--- config.mk ---
export PLATFORM = sky130hd
export DESIGN_NAME = rx_flush_timer
export DESIGN_NICKNAME = d
export VERILOG_FILES = /design/src/rtl/rx_flush_pkg.sv /design/src/rtl/rx_flush_cfg.sv /design/src/rtl/rx_flush_cnt.sv /design/src/rtl/rx_flush_cmp.sv /design/src/rtl/rx_flush_timer.sv
export SDC_FILE = /design/constraint.sdc
export NUM_CORES = 1
export LEC_CHECK = 0
export ABC_CLOCK_PERIOD_IN_PS = 1800
export BUFFER_PORTS_ARGS = -buffer_cell sky130_fd_sc_hd__buf_4
export CAP_MARGIN = 15
export CORE_AREA = 3 3 55 57
export CTS_BUF_LIST = sky130_fd_sc_hd__clkbuf_8
export CTS_CLUSTER_DIAMETER = 50
export DETAILED_ROUTE_END_ITERATION = 10
export DIE_AREA = 0 0 58 60
export GPL_TIMING_DRIVEN = 0
export PLACE_DENSITY = 0.57
export SYNTH_ARGS = -nofsm -noshare
export SYNTH_HDL_FRONTEND = slang
export SYNTH_HIERARCHICAL = 1
export SYNTH_SLANG_ARGS = --single-unit
--- constraint.sdc ---
create_clock -name clk -period 1.8 [get_ports clk]
set_input_delay 0.54 -clock clk [delete_from_list [all_inputs] [get_ports clk]]
set_output_delay 0.54 -clock clk [all_outputs]
set_load 0.01 [all_outputs]
--- src/rtl/rx_flush_pkg.sv ---
package rx_flush_pkg;
    localparam int TMO_W = 8;
    localparam logic [TMO_W-1:0] TMO_RESET = TMO_W'(16);

    typedef struct packed {
        logic [TMO_W-1:0] timeout;
    } cfg_state_t;

    typedef struct packed {
        logic [TMO_W-1:0] elapsed;
    } cnt_state_t;

    typedef struct packed {
        logic flush;
    } cmp_state_t;
endpackage

--- src/rtl/rx_flush_cfg.sv ---
module rx_flush_cfg
    import rx_flush_pkg::*;
#(
    parameter int W = TMO_W,
    parameter logic [W-1:0] RST_VAL = TMO_RESET
) (
    input  logic         clk,
    input  logic         rst_n,
    input  logic         cfg_wr,
    input  logic [W-1:0] cfg_data,
    output logic [W-1:0] timeout_q
);
    localparam logic [W-1:0] MIN_VAL = W'(1);

    cfg_state_t st_d, st_q;

    always_comb begin
        st_d = st_q;
        if (cfg_wr) begin
            st_d.timeout = (cfg_data == '0) ? MIN_VAL : cfg_data;
        end
    end

    always_ff @(posedge clk) begin
        if (!rst_n) st_q <= '{timeout: RST_VAL};
        else        st_q <= st_d;
    end

    assign timeout_q = st_q.timeout;

    p_never_zero_r8: assert property (@(posedge clk) disable iff (!rst_n)
        timeout_q != '0);
    p_clamp_r8: assert property (@(posedge clk) disable iff (!rst_n)
        (cfg_wr && cfg_data == '0) |=> timeout_q == MIN_VAL);
    p_load_r7: assert property (@(posedge clk) disable iff (!rst_n)
        (cfg_wr && cfg_data != '0) |=> timeout_q == $past(cfg_data));
    p_hold_r7: assert property (@(posedge clk) disable iff (!rst_n)
        !cfg_wr |=> $stable(timeout_q));
endmodule

--- src/rtl/rx_flush_cnt.sv ---
module rx_flush_cnt
    import rx_flush_pkg::*;
#(
    parameter int W = TMO_W
) (
    input  logic         clk,
    input  logic         rst_n,
    input  logic         ms_tick,
    input  logic         byte_wr,
    input  logic         buf_nonempty,
    input  logic         fire,
    output logic [W-1:0] elapsed_q
);
    cnt_state_t st_d, st_q;

    always_comb begin
        st_d = st_q;
        if (byte_wr || !buf_nonempty || fire) begin
            st_d.elapsed = '0;
        end else if (ms_tick && st_q.elapsed != '1) begin
            st_d.elapsed = st_q.elapsed + W'(1);
        end
    end

    always_ff @(posedge clk) begin
        if (!rst_n) st_q <= '0;
        else        st_q <= st_d;
    end

    assign elapsed_q = st_q.elapsed;

    p_empty_hold_r5: assert property (@(posedge clk) disable iff (!rst_n)
        !buf_nonempty |=> elapsed_q == '0);
    p_byte_clear_r4: assert property (@(posedge clk) disable iff (!rst_n)
        byte_wr |=> elapsed_q == '0);
endmodule

--- src/rtl/rx_flush_cmp.sv ---
module rx_flush_cmp
    import rx_flush_pkg::*;
#(
    parameter int W = TMO_W
) (
    input  logic         clk,
    input  logic         rst_n,
    input  logic [W-1:0] elapsed_q,
    input  logic [W-1:0] timeout_q,
    input  logic         byte_wr,
    input  logic         buf_nonempty,
    output logic         fire,
    output logic         flush_q
);
    cmp_state_t st_d, st_q;

    always_comb begin
        fire = buf_nonempty && !byte_wr && (elapsed_q >= timeout_q);
        st_d.flush = fire;
    end

    always_ff @(posedge clk) begin
        if (!rst_n) st_q <= '0;
        else        st_q <= st_d;
    end

    assign flush_q = st_q.flush;

    p_single_pulse_r6: assert property (@(posedge clk) disable iff (!rst_n)
        flush_q |=> !flush_q);
    p_empty_no_flush_r5: assert property (@(posedge clk) disable iff (!rst_n)
        !buf_nonempty |=> !flush_q);
    p_byte_wins_r4: assert property (@(posedge clk) disable iff (!rst_n)
        byte_wr |=> !flush_q);
endmodule

--- src/rtl/rx_flush_timer.sv ---
module rx_flush_timer
    import rx_flush_pkg::*;
#(
    parameter int W = TMO_W,
    parameter logic [W-1:0] RST_VAL = TMO_RESET
) (
    input  logic         clk,
    input  logic         rst_n,
    input  logic         byte_wr,
    input  logic         buf_nonempty,
    input  logic         ms_tick,
    input  logic         cfg_wr,
    input  logic [W-1:0] cfg_data,
    output logic         flush_pulse
);
    logic [W-1:0] timeout_q;
    logic [W-1:0] elapsed_q;
    logic         fire;

    rx_flush_cfg #(.W(W), .RST_VAL(RST_VAL)) u_cfg (
        .clk(clk), .rst_n(rst_n), .cfg_wr(cfg_wr), .cfg_data(cfg_data),
        .timeout_q(timeout_q)
    );

    rx_flush_cnt #(.W(W)) u_cnt (
        .clk(clk), .rst_n(rst_n), .ms_tick(ms_tick), .byte_wr(byte_wr),
        .buf_nonempty(buf_nonempty), .fire(fire), .elapsed_q(elapsed_q)
    );

    rx_flush_cmp #(.W(W)) u_cmp (
        .clk(clk), .rst_n(rst_n), .elapsed_q(elapsed_q), .timeout_q(timeout_q),
        .byte_wr(byte_wr), .buf_nonempty(buf_nonempty), .fire(fire),
        .flush_q(flush_pulse)
    );

    p_restart_r6: assert property (@(posedge clk) disable iff (!rst_n)
        flush_pulse |-> elapsed_q == '0);
endmodule

[Yosys cells after proc, flatten, opt, wreduce, memory -nomap -nowiden]
Index checks and enable logic that the tools add are counted.
Cells by class
  multiplexer cells: 1
  eq/ne operators: 1
  add/subtract/negate cells: 1
  order comparisons: 1
  bitwise operators: 1
  reduce and logical (&&, ||, !) cells: 9
Operators with widths (number)
  adder 8 x 1 -> 8 bit (second input constant): 1
  >= comparator 8 bit: 1
  logical NOT 8 bit: 1
  2-to-1 mux 8 bit: 1
  inequality test 8 bit (second input constant): 1
  logical AND 1 bit: 3
  logical NOT 1 bit: 2
  logical OR 1 bit: 2
  OR reduction 2 bit: 1
  NOT 1 bit: 1
Storage, ports and cells
  register bits after elaboration: 17
  word-level logic and storage cells: 17
  output and inout port bits: 1

[Logic depth before layout (Yosys ltp)]
  word-level depth: 5
  depth in mapped cells: 9
  mapped depth without buffers: 8

[By module]
The synthesis kept the hierarchy.
By module, submodules not included
  rx_flush_cnt: times used 1, sequential area each 160.2 um^2, cells each 49, area an instance 430.4 um^2
  rx_flush_cfg: times used 1, sequential area each 160.2 um^2, cells each 28, area an instance 311.5 um^2
  rx_flush_cmp: times used 1, sequential area each 20.0 um^2, cells each 30, area an instance 271.5 um^2

[Worst setup path after synthesis]
No wires, ideal clock.
  path kind: register -> register
  start: register u_cnt.st_q (netlist bit u_cnt/elapsed_q[0])
  end: register u_cnt.st_q (netlist bit u_cnt/elapsed_q[2])
  buffers on the path: 1
  slack: -196 ps
  stages on the path, launching flop included: 9
  data arrival time: 1916 ps
  cell sequence: dfxtp_1 -> inv_1 -> ha_1 -> nand2b_4 -> a2111oi_4 -> o22ai_1 -> and4bb_2 -> buf_2 -> nor3b_1
Between the ends
  cells in the longest elaborated chain, start to end: 4
  elaborated cells on any way between the ends: 7
  classes of those cells: add/sub: 1; order compare: 1; eq/ne: 1; reduce/logical: 4
RTL lines
  from (decl): line rx_flush_cnt.sv:14  | cnt_state_t st_d, st_q;
  from (signal assigned): line rx_flush_cnt.sv:27  | else st_q <= st_d;
  >= comparator 8 bit: line rx_flush_cmp.sv:18  | fire = buf_nonempty && !byte_wr && (elapsed_q >= timeout_q);
  logical AND 1 bit: line rx_flush_cmp.sv:18
  named net fire: line rx_flush_timer.sv:18  | logic fire;
  logical OR 1 bit: line rx_flush_cnt.sv:18  | if (byte_wr || !buf_nonempty || fire) begin
  OR reduction 2 bit (no source line)
The timed path passes the listed nets, and every way through them passes these cells.
A chain may end at the register's enable or synchronous reset.

[Worst setup path in the final report]
  start: register u_cnt.st_q (netlist bit u_cnt/elapsed_q[0])
  end: register u_cnt.st_q (netlist bit u_cnt/elapsed_q[3])
Same word-level chain as after synthesis.

==> impl_results.md <==
- Outcome: finished, violations left
- Failing checks: setup timing
- Main synth FF type: dfxtp_1
- Worst IR Drop VDD: roughly 460 uV
- Layout fillers: 250
- Total power: a little under 800 uW
- Worst Tran Pin Value: between 400 and 500 ps
- Die Span Y: ~60 um
- CTS max path bufs: 2
- Pin count of the biggest net entering global routing: 11
- CP max FO: 5
- I/O Buffers: 13
- Register area: 348 um2
- Synth area leaders: dfxtp_1 (34%), mux2i_1 (12%), ha_1 (11%)
- # setup viols final: 8
- Final hold violation count: 0
- Endpoint type of the worst setup path: flop
- Avg Vias per Cell: around 5.3
- Yosys top cell area share: 0.336
- Core area: 2520 um2
- 1st-pass router iterations: 4
- Tmin final: 1940 ps
- Initial Util: 0.402
- Final wirelength: approximately 2200 um
- Fraction of layout cells with a size suffix above 1: 0.320
- First-pass GRT wire length: approximately 3900 um
- Critical Path AT: between 2000 and 2500 ps
- RSZ-0062 raised after global routing: yes
- Max-slew violations: 0
- Final instance area: about 1300 um2
- Post-route ant nets: 0
- Avg WL per Cell: between 10 and 15 um
- Cell accounting for the most synthesized area: dfxtp_1
- Yosys Warn Count: 6
- Final period utilization: 1.08
- Async SR Flop Fraction: 0
- Clock Sinks: 17
- Cell Pwr Density: a little over 600 nW/um2
- Setup CP Type: flop to flop
- Mean Syn Cell Area: roughly 9.5 um2
- Via count: around 840
- P_leak: 0.543 nW
- CTS tree: built
- EDFF count, synth: 0
- Required @ worst endpoint: about 2000 ps
- Post-route clock skew: roughly 4 ps
- Row count: 18
- DRC: 0
- Nets: around 150
- Initial antenna violation count: 0
- CTS Buf Count: 3
- Worst-Skew Late Latency: ~250 ps
- Max cap viols: 0
- Post-DP HPWL: roughly 1500 um
- Most frequent cells after synthesis: dfxtp_1 (17), mux2i_1 (12), inv_1 (10), nand2_1 (10), ha_1 (9)
- Syn Inst Count: 107
- Peak Freq: 0.515 GHz
- Combined area of the multi-input logic cells: 672 um2
- H-Tree Depth: 1
- Overflow after GRT: 0
- Die area: around 3500 um2
- Num ports: 15
- Cell area after synthesis: just over 1000 um2
- Clock transition at path regs: around 70 ps
- Setup crit start kind: flop
- RePlAce Congestion: 0.776
- Hold Crit Class: flop to flop
- Post-Place Setup Slack: -229 ps
- Root Driver: clkbuf_8
- Synth cell types: 35
- Worst Setup Slack, final: -142 ps
- Register bit total from synthesis: 17
- Diodes inserted: 0
- First-iteration detailed-routing DRC count: 9
- Most common cell in the synthesized netlist: dfxtp_1
- DIE WIDTH: a little under 60 um
- Vias in the first global route: about 870
- Placed Area: 1160 um2
- GRT Overall Usage: 0.146
- Synth Net Count: 130
- Post-synthesis sequential area ratio: 0.336
- Synth-to-Final Area Change: 27.3%
- Slew HR: 0.694
worst max-delay path: stages, from the launching register on:
cell	delay, ps
dfxtp_2	330
inv_2	40
ha_4	220
nand2b_4	140
a2111oi_4	330
o22ai_1	120
and4bb_4	370
buf_6	130
nand2_2	50
mux2i_1	130
layer usage:
layer | vias up | part of all wire | GRT usage
met5 | - | 0 | 0
met4 | 0 | 0.024 | 0.0695
met3 | 5 | 0.023 | 0.0259
met2 | 9 | 0.44 | 0.227
met1 | 392 | 0.52 | 0.195
li1 | 436 | - | -
worst paths after layout:
| check | from | endpoint | slack, ps | cells after the start |
|---|---|---|---|---|
| worst min-delay path | u_cfg/timeout_q[4] | u_cfg/timeout_q[4] | 490 | 2 |
| worst max-delay path | u_cnt/elapsed_q[0] | u_cnt/elapsed_q[3] | -140 | 9 |
| worst min register to register | u_cfg/timeout_q[4] | u_cfg/timeout_q[4] | 490 | 2 |
| worst max register to register | u_cnt/elapsed_q[0] | u_cnt/elapsed_q[3] | -140 | 9 |
cell usage in the layout, fill, tap and decap left out, types with 2 or more instances in the layout:
| cell type | count |
|---|---|
| nand2_2 | 2 |
| mux2i_1 | 12 |
| ha_4 | 2 |
| buf_4 | 17 |
| buf_6 | 2 |
| nand4_1 | 3 |
| and3_1 | 2 |
| nand2_1 | 8 |
| ha_1 | 7 |
| a21oi_1 | 6 |
| clkbuf_8 | 3 |
| dfxtp_1 | 11 |
| dfxtp_2 | 6 |
| nor2b_1 | 6 |
| inv_1 | 10 |
| nand2b_1 | 5 |
| o21ai_0 | 2 |
where the power goes:
group | switching [mW] | total (mW) | internal (mW)
clock | 0.129 | 0.281 | 0.151
sequential | 0.00676 | 0.395 | 0.388
combinational | 0.0474 | 0.110 | 0.0624
metrics by stage:
stage / std cells / utilization / TNS (ps) / hold slack (ps)
after floorplan: 107 / - / -131 / 440
after global placement: 150 / 0.460 / -1420 / 464
after detailed placement: 150 / 0.460 / -1660 / 475
after CTS: 158 / 0.501 / -1480 / 490
after global routing: 158 / 0.511 / -1690 / 534
final: 158 / 0.511 / -892 / 487
state kept, by name (all words and copies together), names as in the netlist:
signal	count
u_cnt/elapsed_q	8
u_cmp/flush_q	1
u_cfg/timeout_q	8
logic make-up after synthesis:
kind of cell | synth area share
AO/OA/AOI/OAI | 0.152
multiplexers | 0.119
flip-flops | 0.336
buffers and inverters | 0.0494
adder cells (fa/ha/maj) | 0.111
AND/OR/NAND/NOR | 0.233
cell type report:
type / count / area share
plain buffers: 2 / 0.0145
clock buffers: 3 / 0.0320
clock inverters: 1 / 0.00291
inverters: 10 / 0.0291
multi-input cells: 78 / 0.521
flip-flops and latches: 17 / 0.270
well taps: 30 / 0.0291
repair buffers: 17 / 0.102
repair_timing:
action / CTS / global route
endpoints found under the setup margin: 8 / 8
gates cloned: 1 / 0
pin swaps: 3 / 2
setup buffers: 3 / 0
gates resized for setup: 9 / 6
hold buffers: 0 / 0
No activity file was read; power rests on OpenSTA's default activity.
